--- config.mk ---
export PLATFORM = sky130hd
export DESIGN_NAME = sc_host_port
export DESIGN_NICKNAME = d
export VERILOG_FILES = /design/src/rtl/sc_host_pkg.sv /design/src/rtl/sc_line_filter.sv /design/src/rtl/sc_bus_engine.sv /design/src/rtl/sc_status_bank.sv /design/src/rtl/sc_host_port.sv
export SDC_FILE = /design/constraint.sdc
export NUM_CORES = 1
export LEC_CHECK = 0
export ABC_AREA = 1
export CAP_MARGIN = 20
export CORE_MARGIN = 2
export CORE_UTILIZATION = 55
export CTS_CLUSTER_SIZE = 25
export DETAILED_ROUTE_END_ITERATION = 8
export DONT_BUFFER_PORTS = 1
export PLACE_DENSITY = 0.7
export SLEW_MARGIN = 10
export SYNTH_ARGS = -nofsm -noshare
export SYNTH_HDL_FRONTEND = slang
export SYNTH_SLANG_ARGS = --single-unit
--- constraint.sdc ---
create_clock -name clk -period 4.5 [get_ports clk]
set_input_delay 0.675 -clock clk [delete_from_list [all_inputs] [get_ports clk]]
set_output_delay 0.675 -clock clk [all_outputs]
set_load 0.02 [all_outputs]
--- src/rtl/sc_host_pkg.sv ---
// Shared constants and types of the two-wire control/status port.
// Assumes a byte-wide register interface with a 7-bit device address.
package sc_host_pkg;
    localparam int          BYTE_W      = 8;
    localparam logic [3:0]  DEV_ADDR_HI = 4'b0100;

    typedef enum logic [2:0] {
        BUS_IDLE,
        BUS_ADDR,
        BUS_ADDR_ACK,
        BUS_WR,
        BUS_WR_ACK,
        BUS_RD,
        BUS_RD_ACK,
        BUS_WAIT
    } bus_state_t;

    // Positions of the sticky event bits within the status byte.
    localparam logic [BYTE_W-1:0] EVT_MASK   = 8'b0111_1010;
    localparam logic [BYTE_W-1:0] ANSWER_MSK = 8'b0110_0000;
endpackage

--- src/rtl/sc_line_filter.sv ---
// Resynchronizes one bus line and rejects pulses shorter than FILT_LEN clocks.
// Assumes SYNC_STAGES >= 2 and an idle-high line at reset.
module sc_line_filter #(
    parameter int SYNC_STAGES = 2,
    parameter int FILT_LEN    = 3
) (
    input  logic clk,
    input  logic rst_n,
    input  logic line_i,
    output logic line_o
);
    localparam int CW = $clog2(FILT_LEN + 1);

    logic [SYNC_STAGES-1:0] sync_q;
    logic [CW-1:0]          cnt_q;
    logic                   filt_q;
    logic                   sync_s;

    assign sync_s = sync_q[SYNC_STAGES-1];
    assign line_o = filt_q;

    // Synchronizer chain into the system clock domain.
    always_ff @(posedge clk) begin
        if (!rst_n) sync_q <= '1;
        else        sync_q <= {sync_q[SYNC_STAGES-2:0], line_i};
    end

    // Accept a new level only after FILT_LEN consecutive differing samples.
    always_ff @(posedge clk) begin
        if (!rst_n) begin
            cnt_q  <= '0;
            filt_q <= 1'b1;
        end else if (sync_s == filt_q) begin
            cnt_q <= '0;
        end else if (cnt_q == CW'(FILT_LEN - 1)) begin
            filt_q <= sync_s;
            cnt_q  <= '0;
        end else begin
            cnt_q <= cnt_q + 1'b1;
        end
    end


    filt_follows_sync_chk: assert property (@(posedge clk) disable iff (!rst_n)
        (filt_q != $past(filt_q)) |-> ($past(sync_s) == filt_q));
endmodule

--- src/rtl/sc_bus_engine.sv ---
// Protocol engine: START/STOP detection, address compare, acknowledge,
// one data byte in (write) or out (read). Works on filtered line levels.
// Assumes no clock stretching and one data byte per transaction.
module sc_bus_engine
    import sc_host_pkg::*;
(
    input  logic              clk,
    input  logic              rst_n,
    input  logic              scl,
    input  logic              sda,
    input  logic [2:0]        strap,
    input  logic [BYTE_W-1:0] status_snap,
    output logic              sda_oe,
    output logic              wr_stb,
    output logic [BYTE_W-1:0] wr_data,
    output logic              snap_stb,
    output logic              done_stb
);
    bus_state_t        state_q;
    logic              scl_d, sda_d;
    logic [3:0]        bitcnt_q;
    logic [BYTE_W-1:0] sh_q;
    logic              rw_q;
    logic              start_c, stop_c, scl_rise, scl_fall;

    assign start_c  = scl && scl_d && sda_d && !sda;
    assign stop_c   = scl && scl_d && !sda_d && sda;
    assign scl_rise = scl && !scl_d;
    assign scl_fall = !scl && scl_d;

    // Previous line levels for edge and condition detection.
    always_ff @(posedge clk) begin
        if (!rst_n) begin
            scl_d <= 1'b1;
            sda_d <= 1'b1;
        end else begin
            scl_d <= scl;
            sda_d <= sda;
        end
    end

    // Transaction state machine with shift register and strobes.
    always_ff @(posedge clk) begin
        if (!rst_n) begin
            state_q  <= BUS_IDLE;
            bitcnt_q <= '0;
            sh_q     <= '0;
            rw_q     <= 1'b0;
            sda_oe   <= 1'b0;
            wr_stb   <= 1'b0;
            wr_data  <= '0;
            snap_stb <= 1'b0;
            done_stb <= 1'b0;
        end else begin
            wr_stb   <= 1'b0;
            snap_stb <= 1'b0;
            done_stb <= 1'b0;
            if (start_c) begin
                state_q  <= BUS_ADDR;
                bitcnt_q <= '0;
                sda_oe   <= 1'b0;
            end else if (stop_c) begin
                state_q <= BUS_IDLE;
                sda_oe  <= 1'b0;
            end else begin
                case (state_q)
                    BUS_ADDR, BUS_WR: begin
                        if (scl_rise && bitcnt_q != 4'd8) begin
                            sh_q     <= {sh_q[BYTE_W-2:0], sda};
                            bitcnt_q <= bitcnt_q + 1'b1;
                        end else if (scl_fall && bitcnt_q == 4'd8) begin
                            if (state_q == BUS_ADDR) begin
                                if (sh_q[7:1] == {DEV_ADDR_HI, strap}) begin
                                    state_q  <= BUS_ADDR_ACK;
                                    sda_oe   <= 1'b1;
                                    rw_q     <= sh_q[0];
                                    snap_stb <= sh_q[0];
                                end else begin
                                    state_q <= BUS_IDLE;
                                end
                            end else begin
                                wr_stb  <= 1'b1;
                                wr_data <= sh_q;
                                sda_oe  <= 1'b1;
                                state_q <= BUS_WR_ACK;
                            end
                        end
                    end
                    BUS_ADDR_ACK: begin
                        if (scl_fall) begin
                            bitcnt_q <= '0;
                            if (rw_q) begin
                                state_q <= BUS_RD;
                                sh_q    <= status_snap;
                                sda_oe  <= ~status_snap[BYTE_W-1];
                            end else begin
                                state_q <= BUS_WR;
                                sda_oe  <= 1'b0;
                            end
                        end
                    end
                    BUS_WR_ACK: begin
                        if (scl_fall) begin
                            sda_oe  <= 1'b0;
                            state_q <= BUS_WAIT;
                        end
                    end
                    BUS_RD: begin
                        if (scl_fall) begin
                            if (bitcnt_q == 4'd7) begin
                                sda_oe   <= 1'b0;
                                done_stb <= 1'b1;
                                state_q  <= BUS_RD_ACK;
                            end else begin
                                bitcnt_q <= bitcnt_q + 1'b1;
                                sh_q     <= {sh_q[BYTE_W-2:0], 1'b0};
                                sda_oe   <= ~sh_q[BYTE_W-2];
                            end
                        end
                    end
                    BUS_RD_ACK: begin
                        if (scl_rise) state_q <= BUS_WAIT;
                    end
                    default: ;
                endcase
            end
        end
    end


    idle_release_chk: assert property (@(posedge clk) disable iff (!rst_n)
        (state_q == BUS_IDLE) |-> !sda_oe);

    restart_count_chk: assert property (@(posedge clk) disable iff (!rst_n)
        start_c |=> (state_q == BUS_ADDR && bitcnt_q == 4'd0));

    write_ack_chk: assert property (@(posedge clk) disable iff (!rst_n)
        wr_stb |-> (state_q == BUS_WR_ACK && sda_oe));
endmodule

--- src/rtl/sc_status_bank.sv ---
// Control register, sticky event flags with clear-on-read, and interrupt.
// Assumes the status inputs are synchronous to clk and pulses last one clock.
module sc_status_bank
    import sc_host_pkg::*;
(
    input  logic              clk,
    input  logic              rst_n,
    input  logic              card_present,
    input  logic              data_high,
    input  logic              session_active,
    input  logic              supply_fault,
    input  logic              overload_pulse,
    input  logic              mute_pulse,
    input  logic              early_pulse,
    input  logic              atr_pulse,
    input  logic              wr_stb,
    input  logic [BYTE_W-1:0] wr_data,
    input  logic              snap_stb,
    input  logic              done_stb,
    output logic [BYTE_W-1:0] ctrl_q,
    output logic [BYTE_W-1:0] status_snap,
    output logic              irq_n
);
    logic              pres_d, act_d;
    logic [BYTE_W-1:0] sticky_q, sticky_next, set_v, clr_v, live_v, status_word;
    logic [BYTE_W-1:0] ctrl_next;

    assign live_v      = {session_active, 4'b0000, data_high, 1'b0, card_present};
    assign status_word = (sticky_q & EVT_MASK) | live_v;
    assign set_v       = {1'b0, early_pulse, mute_pulse, overload_pulse,
                          supply_fault, 1'b0, card_present ^ pres_d, 1'b0};
    assign clr_v       = (done_stb ? (status_snap & EVT_MASK) : '0)
                       | ((session_active && !act_d) ? ANSWER_MSK : '0);
    assign sticky_next = ((sticky_q & ~clr_v) | set_v) & EVT_MASK;

    // Next control value: host write, then hardware clear of the warm-reset bit.
    always_comb begin
        ctrl_next = wr_stb ? wr_data : ctrl_q;
        if (atr_pulse || mute_pulse) ctrl_next[1] = 1'b0;
    end

    // Edge history of the live inputs.
    always_ff @(posedge clk) begin
        if (!rst_n) begin
            pres_d <= 1'b0;
            act_d  <= 1'b0;
        end else begin
            pres_d <= card_present;
            act_d  <= session_active;
        end
    end

    // Sticky flags, control register and registered interrupt.
    always_ff @(posedge clk) begin
        if (!rst_n) begin
            sticky_q <= '0;
            ctrl_q   <= '0;
            irq_n    <= 1'b1;
        end else begin
            sticky_q <= sticky_next;
            ctrl_q   <= ctrl_next;
            irq_n    <= ~((|sticky_next) | supply_fault);
        end
    end

    // Status value frozen when a read address is matched.
    always_ff @(posedge clk) begin
        if (!rst_n)        status_snap <= '0;
        else if (snap_stb) status_snap <= status_word;
    end


    warm_clear_chk: assert property (@(posedge clk) disable iff (!rst_n)
        (atr_pulse || mute_pulse) |=> !ctrl_q[1]);

    fault_irq_chk: assert property (@(posedge clk) disable iff (!rst_n)
        supply_fault |=> !irq_n);

    prot_clear_chk: assert property (@(posedge clk) disable iff (!rst_n)
        (done_stb && status_snap[4] && !overload_pulse) |=> !status_word[4]);

    event_kept_chk: assert property (@(posedge clk) disable iff (!rst_n)
        overload_pulse |=> status_word[4]);

    ctrl_load_chk: assert property (@(posedge clk) disable iff (!rst_n)
        (wr_stb && !atr_pulse && !mute_pulse) |=> (ctrl_q == $past(wr_data)));
endmodule

--- src/rtl/sc_host_port.sv ---
// Top of the two-wire control/status port: line filters, protocol engine,
// register bank. Assumes an open-drain data pad driven through sda_oe_o.
module sc_host_port #(
    parameter int SYNC_STAGES = 2,
    parameter int FILT_LEN    = 3
) (
    input  logic       clk,
    input  logic       rst_n,
    input  logic       scl_i,
    input  logic       sda_i,
    output logic       sda_oe_o,
    input  logic [2:0] addr_strap_i,
    input  logic       card_present_i,
    input  logic       card_io_high_i,
    input  logic       session_active_i,
    input  logic       supply_fault_i,
    input  logic       overload_pulse_i,
    input  logic       mute_pulse_i,
    input  logic       early_pulse_i,
    input  logic       atr_start_pulse_i,
    output logic [7:0] ctrl_o,
    output logic       irq_n_o
);
    logic [1:0] raw_w, clean_w;
    logic       wr_stb, snap_stb, done_stb;
    logic [7:0] wr_data, status_snap;

    assign raw_w = {sda_i, scl_i};

    for (genvar g = 0; g < 2; g++) begin : g_line
        sc_line_filter #(
            .SYNC_STAGES(SYNC_STAGES),
            .FILT_LEN   (FILT_LEN)
        ) u_filt (
            .clk   (clk),
            .rst_n (rst_n),
            .line_i(raw_w[g]),
            .line_o(clean_w[g])
        );
    end

    sc_bus_engine u_engine (
        .clk        (clk),
        .rst_n      (rst_n),
        .scl        (clean_w[0]),
        .sda        (clean_w[1]),
        .strap      (addr_strap_i),
        .status_snap(status_snap),
        .sda_oe     (sda_oe_o),
        .wr_stb     (wr_stb),
        .wr_data    (wr_data),
        .snap_stb   (snap_stb),
        .done_stb   (done_stb)
    );

    sc_status_bank u_bank (
        .clk           (clk),
        .rst_n         (rst_n),
        .card_present  (card_present_i),
        .data_high     (card_io_high_i),
        .session_active(session_active_i),
        .supply_fault  (supply_fault_i),
        .overload_pulse(overload_pulse_i),
        .mute_pulse    (mute_pulse_i),
        .early_pulse   (early_pulse_i),
        .atr_pulse     (atr_start_pulse_i),
        .wr_stb        (wr_stb),
        .wr_data       (wr_data),
        .snap_stb      (snap_stb),
        .done_stb      (done_stb),
        .ctrl_q        (ctrl_o),
        .status_snap   (status_snap),
        .irq_n         (irq_n_o)
    );
endmodule

==> summary.md <==
| Metric | Value |
|---|---|
| Netlist cell types | `30` |
| Worst hold path type | `input pin to flip-flop` |
| Unrepaired setup endpoints after global routing | `false` |
| CTS Root Cell | `clkbuf_8` |
| Setup Fix Bufs, Post-CTS | `0` |
| Ys flop type | `dfxtp_1` |
| Psw | `0.0003996 W` |
| Synthesis-to-layout area growth | `10.60%` |
| Post-synth top area share | `45.61%` |
| Initial antenna violation count | `0` |
| Final setup TNS | `0 ps` |
| Detailed-route via count | `2395` |
| Worst Max-Slew Pin Slew | `542.6 ps` |
| Post-layout instance area | `3107 um^2` |
| Share of cells above drive strength 1 | `8.354%` |
| Vias in the first global route | `2152` |
| Critical Path AT | `2020 ps` |
| Synthesized area per cell | `7.005 um^2` |
| Vias/cell | `5.021` |
| Synth Instances | `401` |
| Min cycle time layout | `1783 ps` |
| Synth top area cells | `dfxtp_1 (46%), nand2_1 (10%), nor2_1 (8.8%)` |
| Slew Viols, Final | `0` |
| Max rail drop VDD | `0.3700 mV` |
| Setup Viol. Count Final | `0` |
| Reg power frac | `42.8%` |
| Starting Density | `56.07%` |
| Post-route DRC | `0` |
| Sequential cell area | `1281 um^2` |
| Final hold slack | `400.9 ps` |
| Switch share | `27.04%` |
| Asr flop ratio synth | `0%` |
| Syn nets | `420` |
| Clock power frac | `41.2%` |
| Leak Pwr | `1.352 nW` |
| CP Capture Type | `flip-flop` |
| Chip height | `75.47 um` |
| Starting DRT DRC Count | `186` |
| Crit share post-route | `39.62%` |
| Routed Antenna Nets | `0` |
| IO Pins | `25` |
| # diodes | `0` |
| Total of max-cap violations | `0` |
| Critical Path RT | `4740 ps` |
| Crit-path max FO | `12` |
| Dpl hpwl | `4.201 mm` |
| Count leader, synth | `nand2_1` |
| Power Dens Cells | `475.6 nW/um^2` |
| Clk sink count | `64` |
| Filler cells | `482` |
| Grt total ovfl | `0` |
| Maximum number of pins on one net before global-route repair | `43` |
| Worst-case headroom to the max-slew limit | `63.55%` |
| Routed WL per cell | `12.15 um` |
| Die Footprint | `5695 um^2` |
| RD Place Congestion | `0.8838` |
| CTS Buf Count | `9` |
| First-pass GRT wire length | `9.473 mm` |
| Worst-path clk slew | `70 ps` |
| Yosys reg bits | `64` |
| Clock Path Buffers | `2` |
| Post-Place Cells | `461` |
| Critical Path Start Type | `flip-flop` |
| Placed Area | `2853 um^2` |
| 1st-pass router iterations | `4` |
| Status | `finished, final reports clean` |
| Final Util | `62.01%` |
| GRT Overall Usage | `22.35%` |
| Area of the multi-input gates | `1292 um^2` |
| Final Skew | `5.902 ps` |
| Hold_buf cts | `0` |
| Int Pwr | `0.001078 W` |
| Final nets | `421` |
| Timing-limited maximum frequency | `0.5609 GHz` |
| Most common library cells after synthesis | `nand2_1 (77), nor2_1 (66), dfxtp_1 (64)` |
| Mapped cell area | `2809 um^2` |
| Post-synth EDFFs | `0` |
| Core Rows | `26` |
| Comb power frac | `16.0%` |
| H-tree levels | `3` |
| CORE AREA | `5010 um^2` |
| CTS tree | `yes` |
| Die X | `75.47 um` |
| PortBufs | `0` |
| Clk_lat worst skew | `340 ps` |
| Post_cts resized | `0` |
| YS warnings | `0` |
| Seq/Total Area, Yosys | `45.61%` |
| Final WL | `5.796 mm` |
| Crit path kind | `flip-flop to flip-flop` |
| Post-synth top area cell | `dfxtp_1` |
| Final cell count without fillers | `477` |
| Final hold vios | `0` |
[power groups by stage]
| stage | Clock, W | Combinational (W) | Sequential (W) |
|---|---|---|---|
| floorplan | 0 | 0.000205 | 0.000637 |
| global placement | 0 | 0.000234 | 0.000645 |
| detailed placement | 0 | 0.000235 | 0.000645 |
| CTS | 0.000621 | 0.000237 | 0.000632 |
| global route | 0.000639 | 0.000280 | 0.000637 |
| finish | 0.000609 | 0.000236 | 0.000633 |
[layout make-up]
type | instances | share of cell area [%]
flip-flops and latches | 64 | 41.24
multi-input cells | 276 | 41.60
well taps | 70 | 2.819
clock buffers | 11 | 4.873
clock inverters | 5 | 3.302
inverters | 51 | 6.162
[through the flow]
stage          power [W]  setup slack, ps
3_3_place_gp   0.0008787             2754
3_5_place_dp   0.0008800             2736
4_1_cts         0.001490             2734
6_report        0.001477             2717
2_1_floorplan  0.0008413             2998
5_1_grt         0.001555             2463
[logic make-up (layout without fill, tap and decap cells)]
kind of cell	after synthesis	in the layout	synth area share (%)
AND/OR/NAND/NOR	193	193	29.44
AO/OA/AOI/OAI	77	77	14.16
flip-flops	64	64	45.61
buffers and inverters	61	67	8.374
adder cells (fa/ha/maj)	4	4	1.782
XOR/XNOR	2	2	0.6237
[final timing paths]
kind	start	to	slack (ps)	depth (start not counted)
setup / recovery	u_engine.state_q[0]	u_engine.sh_q[0]	2720	8
hold / removal	mute_pulse_i	u_bank.ctrl_q[1]	400	1
setup reg to reg	u_engine.state_q[0]	u_engine.sh_q[0]	2720	8
hold reg to reg	g_line[1].u_filt.sync_q[0]	g_line[1].u_filt.sync_q[1]	410	1
[sequential cells by signal, summed over array words and instances, names as in the netlist, 2 cells and up]
register              cells
u_bank.sticky_q           5
u_engine.bitcnt_q         4
u_bank.ctrl_q             8
u_engine.wr_data          8
g_line.u_filt.line_o      2
g_line.u_filt.sync_q      4
u_engine.state_q          3
u_bank.status_snap        8
g_line.u_filt.cnt_q       4
u_engine.sh_q             8
[layout by cell type (no fill, tap or decap), drive strengths merged, types with 2 or more instances in the layout]
master and instances:
dfxtp 64, ha 4, nor2 71, clkbuf 11
clkinv 2, o21ai 40, bufinv 3, nand4 4
nand2 79, o211ai 2, or2 5, a21oi 33
nand3 28, nor3 4, inv 50
[layer usage]
metal	vias up	routed length (um)	track usage [%]
li1	1285	-	-
met1	1058	2843	28.91
met2	44	2615	35.07
met3	8	274	7.011
met4	0	61	8.577
met5	-	0	0
[critical path, cell delays in order, from the launching register on]
cell and delay, ps:
dfxtp_1 470, nor2_2 100, nand2_1 300, or2_1 210, nand2_1 80, nor2_2 260
nand3_1 150, nand2_1 90, nor2_1 40
Power figures use the tool's default switching activity.
